--- src/rtl/rcopy_pkg.sv ---
// Package: shared state encoding for the repeated byte-copy sequencer.
// Assumes: nothing beyond IEEE 1800-2017.
package rcopy_pkg;

    typedef enum logic [2:0] {
        ST_IDLE  = 3'd0,
        ST_READ  = 3'd1,
        ST_WRITE = 3'd2,
        ST_DONE  = 3'd3,
        ST_STOP  = 3'd4
    } rcopy_state_e;

endpackage

--- src/rtl/rcopy_arch_regs.sv ---
// Module: architectural pointer/count registers.
// Loads all three values on a start and advances them on each element commit.
// Assumes: load and commit are never high together.
module rcopy_arch_regs #(
    parameter int AW = 16,
    parameter int CW = 16
) (
    input  logic          clk,
    input  logic          rst_n,
    input  logic          load,
    input  logic          commit,
    input  logic [AW-1:0] ld_src,
    input  logic [AW-1:0] ld_dst,
    input  logic [CW-1:0] ld_cnt,
    output logic [AW-1:0] cur_src,
    output logic [AW-1:0] cur_dst,
    output logic [CW-1:0] cur_cnt,
    output logic          ld_cnt_zero,
    output logic          last_elem
);
    localparam logic [AW-1:0] PTR_STEP = AW'(1);
    localparam logic [CW-1:0] CNT_STEP = CW'(1);

    // Register update: load at start, advance on commit.
    always_ff @(posedge clk) begin
        if (!rst_n) begin
            cur_src <= '0;
            cur_dst <= '0;
            cur_cnt <= '0;
        end else if (load) begin
            cur_src <= ld_src;
            cur_dst <= ld_dst;
            cur_cnt <= ld_cnt;
        end else if (commit) begin
            cur_src <= cur_src + PTR_STEP;
            cur_dst <= cur_dst + PTR_STEP;
            cur_cnt <= cur_cnt - CNT_STEP;
        end
    end

    // Count decodes used by the sequencer.
    always_comb begin
        ld_cnt_zero = (ld_cnt == '0);
        last_elem   = (cur_cnt == CNT_STEP);
    end
endmodule

--- src/rtl/rcopy_irq_latch.sv ---
// Module: holds an interrupt request seen while an element is in flight.
// Assumes: requests while idle are not the engine's concern and are dropped.
module rcopy_irq_latch (
    input  logic clk,
    input  logic rst_n,
    input  logic irq_req,
    input  logic in_flight,
    input  logic clear,
    output logic pend_any
);
    logic pend_q;

    // Capture requests during a pair and drop them once a stop or finish is reported.
    always_ff @(posedge clk) begin
        if (!rst_n)
            pend_q <= 1'b0;
        else if (clear)
            pend_q <= 1'b0;
        else if (in_flight && irq_req)
            pend_q <= 1'b1;
    end

    // A request in the commit cycle itself also counts.
    always_comb pend_any = pend_q | (in_flight & irq_req);
endmodule

--- src/rtl/rcopy_fsm.sv ---
// Module: iteration sequencer for the byte copy.
// Walks idle -> read -> write per element and decides at each element boundary
// whether to finish, stop or continue.
// Assumes: mem_valid is a single-cycle acknowledge of the current request.
module rcopy_fsm
    import rcopy_pkg::*;
(
    input  logic         clk,
    input  logic         rst_n,
    input  logic         start,
    input  logic         ld_cnt_zero,
    input  logic         last_elem,
    input  logic         mem_valid,
    input  logic         stop_pend,
    input  logic         single_step,
    output rcopy_state_e state,
    output logic         load,
    output logic         capture,
    output logic         commit
);
    rcopy_state_e state_nx;

    // Next-state and strobe decode.
    always_comb begin
        state_nx = state;
        load     = 1'b0;
        capture  = 1'b0;
        commit   = 1'b0;
        unique case (state)
            ST_IDLE: begin
                if (start) begin
                    load     = 1'b1;
                    state_nx = ld_cnt_zero ? ST_DONE : ST_READ;
                end
            end
            ST_READ: begin
                if (mem_valid) begin
                    capture  = 1'b1;
                    state_nx = ST_WRITE;
                end
            end
            ST_WRITE: begin
                if (mem_valid) begin
                    commit = 1'b1;
                    if (last_elem)
                        state_nx = ST_DONE;
                    else if (stop_pend || single_step)
                        state_nx = ST_STOP;
                    else
                        state_nx = ST_READ;
                end
            end
            ST_DONE: state_nx = ST_IDLE;
            ST_STOP: state_nx = ST_IDLE;
            default: state_nx = ST_IDLE;
        endcase
    end

    // State register.
    always_ff @(posedge clk) begin
        if (!rst_n)
            state <= ST_IDLE;
        else
            state <= state_nx;
    end
endmodule

--- src/rtl/rep_copy_engine.sv ---
// Module: top of the interruptible repeated byte-copy engine.
// Copies in_cnt bytes from in_src to in_dst one element at a time and can stop
// at any element boundary with its registers committed, so a restart resumes.
// Assumes: memory returns exactly one mem_valid per request; start is ignored while busy.
module rep_copy_engine
    import rcopy_pkg::*;
#(
    parameter int AW = 16,
    parameter int CW = 16
) (
    input  logic          clk,
    input  logic          rst_n,
    input  logic          start,
    input  logic [AW-1:0] in_src,
    input  logic [AW-1:0] in_dst,
    input  logic [CW-1:0] in_cnt,
    input  logic          single_step,
    input  logic          irq_req,
    output logic          mem_req,
    output logic          mem_we,
    output logic [AW-1:0] mem_addr,
    output logic [7:0]    mem_wdata,
    input  logic [7:0]    mem_rdata,
    input  logic          mem_valid,
    output logic          busy,
    output logic          done,
    output logic          intr,
    output logic [AW-1:0] out_src,
    output logic [AW-1:0] out_dst,
    output logic [CW-1:0] out_cnt
);
    rcopy_state_e  state;
    logic          load, capture, commit;
    logic          ld_cnt_zero, last_elem, stop_pend, in_flight, clr_pend;
    logic [AW-1:0] cur_src, cur_dst;
    logic [CW-1:0] cur_cnt;
    logic [7:0]    byte_q;

    rcopy_arch_regs #(.AW(AW), .CW(CW)) u_regs (
        .clk         (clk),
        .rst_n       (rst_n),
        .load        (load),
        .commit      (commit),
        .ld_src      (in_src),
        .ld_dst      (in_dst),
        .ld_cnt      (in_cnt),
        .cur_src     (cur_src),
        .cur_dst     (cur_dst),
        .cur_cnt     (cur_cnt),
        .ld_cnt_zero (ld_cnt_zero),
        .last_elem   (last_elem)
    );

    rcopy_irq_latch u_irq (
        .clk       (clk),
        .rst_n     (rst_n),
        .irq_req   (irq_req),
        .in_flight (in_flight),
        .clear     (clr_pend),
        .pend_any  (stop_pend)
    );

    rcopy_fsm u_fsm (
        .clk         (clk),
        .rst_n       (rst_n),
        .start       (start),
        .ld_cnt_zero (ld_cnt_zero),
        .last_elem   (last_elem),
        .mem_valid   (mem_valid),
        .stop_pend   (stop_pend),
        .single_step (single_step),
        .state       (state),
        .load        (load),
        .capture     (capture),
        .commit      (commit)
    );

    // Hold the byte read from the source until it is written.
    always_ff @(posedge clk) begin
        if (!rst_n)
            byte_q <= '0;
        else if (capture)
            byte_q <= mem_rdata;
    end

    // Port decode from the sequencer state.
    always_comb begin
        in_flight = (state == ST_READ) || (state == ST_WRITE);
        clr_pend  = (state == ST_DONE) || (state == ST_STOP);
        mem_req   = in_flight;
        mem_we    = (state == ST_WRITE);
        mem_addr  = (state == ST_WRITE) ? cur_dst : cur_src;
        mem_wdata = byte_q;
        busy      = in_flight;
        done      = (state == ST_DONE);
        intr      = (state == ST_STOP);
        out_src   = cur_src;
        out_dst   = cur_dst;
        out_cnt   = cur_cnt;
    end
endmodule

--- config.mk ---
export PLATFORM = sky130hd
export DESIGN_NAME = rep_copy_engine
export DESIGN_NICKNAME = d
export VERILOG_FILES = /design/src/rtl/rcopy_pkg.sv /design/src/rtl/rcopy_arch_regs.sv /design/src/rtl/rcopy_irq_latch.sv /design/src/rtl/rcopy_fsm.sv /design/src/rtl/rep_copy_engine.sv
export SDC_FILE = /design/constraint.sdc
export NUM_CORES = 1
export LEC_CHECK = 0
export ABC_AREA = 1
export BUFFER_PORTS_ARGS = -buffer_cell sky130_fd_sc_hd__buf_2
export CAP_MARGIN = 40
export CORE_UTILIZATION = 54
export DETAILED_ROUTE_END_ITERATION = 10
export MAX_ROUTING_LAYER = met4
export PLACE_DENSITY = 0.86
export SLEW_MARGIN = 10
export SYNTH_ARGS = -nofsm -noshare
export SYNTH_HDL_FRONTEND = slang
export SYNTH_SLANG_ARGS = --single-unit
--- constraint.sdc ---
create_clock -name clk -period 3.5 [get_ports clk]
set_clock_uncertainty 0.2 [all_clocks]
set_input_delay 0.175 -clock clk [delete_from_list [all_inputs] [get_ports clk]]
set_output_delay 0.175 -clock clk [all_outputs]
set_load 0.02 [all_outputs]
-- Word-level counts from Yosys, hierarchy flattened
Cells that the tools add are included.
W data, S select, Z words.
- add/subtract/negate cells: 3
- multiplexer cells: 19
- bitwise logic cells: 3
- equal/unequal tests: 8
- reductions and logical operators: 9
- operators with widths (operator ; count):
    $mux W16 ; 7
    $add A16 B1 Y16 const B ; 2
    $eq A16 B1 Y1 const B ; 1
    $logic_not A16 Y1 ; 1
    $sub A16 B1 Y16 const B ; 1
    $mux W3 ; 5
    $pmux W3 S3 ; 1
    $eq A3 B2 Y1 const B ; 2
    $mux W1 ; 5
    $ne A2 B2 Y1 const B ; 2
    $eq A3 B1 Y1 const B ; 1
    $eq A3 B3 Y1 const B ; 1
    $logic_not A3 Y1 ; 1
    $logic_or A1 B1 Y1 ; 3
    $reduce_and A3 Y1 ; 1
    $mux W2 ; 1
    $ne A2 B1 Y1 const B ; 1
    $reduce_bool A2 Y1 ; 1
    $reduce_or A2 Y1 ; 1
    $and A1 B1 Y1 ; 1
    $logic_and A1 B1 Y1 ; 1
    $not A1 Y1 ; 1
    $or A1 B1 Y1 ; 1
- input bits: 62
- logic and storage cells: 48
- output and inout bits: 77
- register bits after elaboration: 60

-- Depth between registers and ports, before layout
- word-level depth: 9
- mapped depth: 11
- depth with buffers taken out: 10

-- Modules after synthesis
From an unflattened synthesis, not the netlist that was laid out.
- cell total of the unflattened synthesis: 616
- area total of the unflattened synthesis: 3967.6 µm²
- modules (own cells, without submodules) (module ; cells each ; sequential area each (µm²) ; area each (µm²) ; instances):
    rcopy_arch_regs ; 478 ; 960.9 ; 3074.2 ; 1
    rep_copy_engine ; 99 ; 160.2 ; 626.9 ; 1
    rcopy_fsm ; 32 ; 60.1 ; 219.0 ; 1
    rcopy_irq_latch ; 7 ; 20.0 ; 47.5 ; 1

-- Worst setup path after synthesis
OpenSTA, ideal clock, no wires.
- path kind: reg-to-reg
- start: reg u_regs.cur_dst[1]
- end: reg u_regs.cur_dst[14]
- stages on the path, launching flop included: 11
- path buffers: 0
- arrival time: 1.460 ns
- required time: 3.191 ns
- slack: 1.731 ns
- period minus slack after synthesis: 1.769 ns
- setup time: 0.109 ns
- cell sequence: dfxtp_1 > ha_1 > nand2_1 > nor2_2 > nand3_1 > nor2_1 > nand2_1 > nand2_1 > nand3_1 > nand2_1 > inv_1
- word-level cells in the longest chain between the ends: 3
- ends and longest elaborated chain (item ; RTL line ; text):
    start, declared ; rcopy_arch_regs.sv:16 ; output logic [AW-1:0] cur_dst,
    start signal, assigned ; rcopy_arch_regs.sv:32 ; cur_dst <= ld_dst;
    start signal, assigned ; rcopy_arch_regs.sv:36 ; cur_dst <= cur_dst + PTR_STEP;
    $add A16 B1 Y16 ; rcopy_arch_regs.sv:36 ;
    $mux W16 ; rcopy_arch_regs.sv:34 ; end else if (commit) begin
    $mux W16 ; rcopy_arch_regs.sv:30 ; end else if (load) begin
Every way passes these cells. The select of a mux whose other input is x is not followed.
A chain may end at the register's enable or synchronous reset.

-- Worst setup path in the final report
- start: reg u_fsm.state[1]
- end: reg u_regs.cur_cnt[11]
- word-level cells in the longest chain between the ends: 3
- elaborated cells between the ends (all ways): 6
- classes of those cells: eq/ne: 1; mux: 3; reduce/logical: 2
- ends and longest elaborated chain (item ; RTL line ; text):
    start, declared ; rcopy_fsm.sv:16 ; output rcopy_state_e state,
    start signal, assigned ; rcopy_fsm.sv:64 ; state <= state_nx;
    $eq A3 B2 Y1 or $logic_not A3 Y1 (tied branches) ; rcopy_fsm.sv:29 ; unique case (state)
    $mux W1 ; rcopy_fsm.sv:29 ;
    $reduce_bool A2 Y1 (no line) or $mux W16 (tied branches) ; - ;
    end signal, assigned ; rcopy_arch_regs.sv:33 ; cur_cnt <= ld_cnt;
    end signal, assigned ; rcopy_arch_regs.sv:37 ; cur_cnt <= cur_cnt - CNT_STEP;
    end, declared ; rcopy_arch_regs.sv:17 ; output logic [CW-1:0] cur_cnt,
Parallel ways exist; a longest one is shown, timed or not.

==> flow_metrics.env <==
export IMPL_drive_gt1_share_pct=21.4
export IMPL_yosys_area_top_type="dfxtp_1"
export IMPL_ios=139
export IMPL_power_density_mw_per_mm2=694
export IMPL_stdcell_area_mm2=0.00522
export IMPL_synth_edf_count=0
export IMPL_synth_top_family_by_area="simple AND/OR/NAND/NOR gates"
export IMPL_r2r_slack_ns=1.14
export IMPL_crit_slowest_cell="dfxtp_1"
export IMPL_worst_slack_ns=1.14
export IMPL_final_min_clock_period_ns=2.36
export IMPL_syn_nets=712
export IMPL_crit_type="reg -> reg"
export IMPL_root_buffer="clkbuf_8"
export IMPL_routed_via_density=5.46
export IMPL_final_net_count=885
export IMPL_crit_path_max_incr_delay_ns=0.41
export IMPL_die_y_um=87.1
export IMPL_ant_nets=0
export IMPL_report_final_setup_viol=0
export IMPL_place_area_mm2=0.00459
export IMPL_synthCells=646
export IMPL_grt_start_max_net_pins=35
export IMPL_async_reset_ff_share_pct=0
export IMPL_core_mm2=0.00691
export IMPL_clk_latency_ns=0.34
export IMPL_worst_path_max_fanout=19
export IMPL_hold_class="in -> reg"
export IMPL_postLayoutCoreUtil_pct=75.5
export IMPL_crit_family="simple AND/OR/NAND/NOR gates"
export IMPL_numPortBuffers=138
export IMPL_synth_main_ff_cell="dfxtp_1"
export IMPL_rsz0062_at_grt="no"
export IMPL_hold_violations=0
export IMPL_worstPathArrival_ns=2.36
export IMPL_fmax_ghz=0.424
export IMPL_worstRegToRegCells=9
export IMPL_r2r_start="u_fsm.state[1]"
export IMPL_p_leak_nw=2.64
export IMPL_wl_per_cell_um=14.7
export IMPL_grt_pass1_wl_um=21600
export IMPL_cts_tree="yes"
export IMPL_slew_viol_final=0
export IMPL_cp_depth=9
export IMPL_pre_cts_ws_ns=1.21
export IMPL_die_w_um=87.1
export IMPL_antenna_diode_count=0
export IMPL_ys_warnings_count=0
export IMPL_fill_cells=572
export IMPL_drt_iter0_markers=457
export IMPL_mostFrequentLayoutCells="nand2_1 (187), buf_2 (138), nor2_1 (90)"
export IMPL_initial_utilization_pct=56.6
export IMPL_synth_compound_area_share_pct=14.0
export IMPL_reg2reg_to="u_regs.cur_cnt[11]"
export IMPL_setup_tns_ns=0
export IMPL_clock_path_buffers=2
export IMPL_dp_hpwl_um=9140
export IMPL_drc=0
export IMPL_area_delta_synth_final_pct=33.4
export IMPL_routed_wirelength_um=13600
export IMPL_peakVddDrop_v=0.000459
export IMPL_startpoint_type="flop"
export IMPL_slew_headroom_pct=59.2
export IMPL_post_cts_buffers=0
export IMPL_whs_path_depth=3
export IMPL_worstHoldStart="in_dst[0]"
export IMPL_fin_crit_sh_pct=67.4
export IMPL_synthMuxAreaShare_pct=0
export IMPL_clkTransAtPathRegs_ns=0.07
export IMPL_syn_avg_cell_area_um2=6.05
export IMPL_hold_slack_ns=0.0104
export IMPL_rows=30
export IMPL_synthAdderAreaFrac_pct=1.28
export IMPL_status="finished, final reports clean"
export IMPL_synth_xor_area_share_pct=3.36
export IMPL_via_count=5019
export IMPL_seq_area_frac_synth_pct=30.7
export IMPL_gr_total_overflow=0
export IMPL_cap_violations=0
export IMPL_crit_path_frequent_cell="nand2_1"
export IMPL_ys_ff_latch=60
export IMPL_critPathBufInv=1
export IMPL_synth_simple_area_share_pct=38.2
export IMPL_netlist_area_mm2=0.00391
export IMPL_synth_distinct_cells=36
export IMPL_end_kind="flop"
export IMPL_drtPass1Iterations=5
export IMPL_cts_buffers=9
export IMPL_ctsHtreeMaxLevel=3
export IMPL_cts_sinks=60
export IMPL_whs_endpoint="u_regs.cur_dst[0]"
export IMPL_routabilityCongestion=0.923
export IMPL_die_area_mm2=0.00758
export IMPL_synth_area_top_cells="dfxtp_1 (31%), nand2_1 (18%), nor2_1 (8.6%), inv_1 (7.7%), nand3_1 (6.9%)"
export IMPL_grt_usage_pct=37.7
export IMPL_tightest_slew_ns=0.611
export IMPL_final_common_cell="nand2_1"
export IMPL_synth_top_area_share_pct=30.7
export IMPL_crit_chain="nand2_1 -> nor2_2 -> nand2_2 -> nand2_4 -> inv_2 -> nand2_1 -> nand2_1 -> a21oi_1 -> nor2_1"
export IMPL_cp_required_ns=3.50
export IMPL_grt_pass1_vias=4720
export IMPL_antenna_found_initial=0
## Yosys cell counts (all sizes together), types with 3 or more instances
master,instances
nand2,190
nor2,93
inv,86
dfxtp,60
nand3,58
o21ai,58
a21oi,27
buf,15
xor2,11
a31oi,10
clkbuf,7
nor3,5
ha,4
o22ai,4
or2,4
xnor2,4
nand4,3
## state kept, by name (all words and copies together) (netlist names)
name,count
u_regs.cur_src,16
mem_wdata,8
u_irq.pend_q,1
u_regs.cur_dst,16
u_fsm.state,3
u_regs.cur_cnt,16
## logic make-up (layout without fill, tap and decap cells)
group,Yosys count,in the layout
compound gates,103,103
buf+inv,108,285
flops,60,60
simple gates,356,356
xor+xnor,15,15
fa+ha+maj,4,4
## worst min-delay path: stages
cell	delay (ns)
buf_2	0.07
o21ai_0	0.11
a211oi_2	0.14
## what timing repair did
item / in CTS / in global routing
setup endpoints to repair: 0 / 0
endpoints found under the hold margin: 43 / 0
hold buffers: 43 / 0
gates resized for setup: 0 / 0
## metal layers
metal | part of all wire [%] | routed length [um] | GRT usage, % | vias up
met5 | 0 | 0 | - | -
met4 | 3.3 | 444 | 17.0 | 0
met3 | 10 | 1420 | 5.88 | 54
met2 | 46 | 6180 | 61.1 | 361
met1 | 41 | 5510 | 46.3 | 2209
li1 | - | - | - | 2395
## cell type report
type / count / area, um^2 / area share [%]
multi-input combinational: 478 / 2220 / 42.6
clock buffer: 10 / 138 / 2.64
clock inverter: 5 / 52.6 / 1.01
tap: 96 / 120 / 2.30
inverter: 86 / 330 / 6.33
timing repair buffer: 184 / 1150 / 22.1
sequential: 60 / 1200 / 23.0
## how the worst max path moves through the flow
stage                           start                  to  slack (ns)
floorplan           u_regs.cur_dst[1]  u_regs.cur_dst[14]        1.73
global placement       u_fsm.state[1]   u_regs.cur_src[7]        1.32
detailed placement     u_fsm.state[1]  u_regs.cur_cnt[11]        1.21
CTS                    u_fsm.state[1]  u_regs.cur_cnt[11]        1.20
global route           u_fsm.state[1]   u_regs.cur_src[7]        0.96
finish                 u_fsm.state[1]  u_regs.cur_cnt[11]        1.14
## power breakdown
group          total, mW  switching (mW)  internal (mW)  leakage, nW
Sequential          1.10           0.240          0.861        0.493
Clock              0.634           0.293          0.341       0.0979
Combinational       1.89            1.28          0.603         2.05
Total               3.62            1.82           1.80         2.64
## through the flow
stage          instances  total power, mW
6_report             919             3.62
3_5_place_dp         861             2.90
2_1_floorplan        646             2.40
3_3_place_gp         860             2.86
5_1_grt              919             3.85
4_1_cts              919             3.57
(Power assumes the default switching activity.)
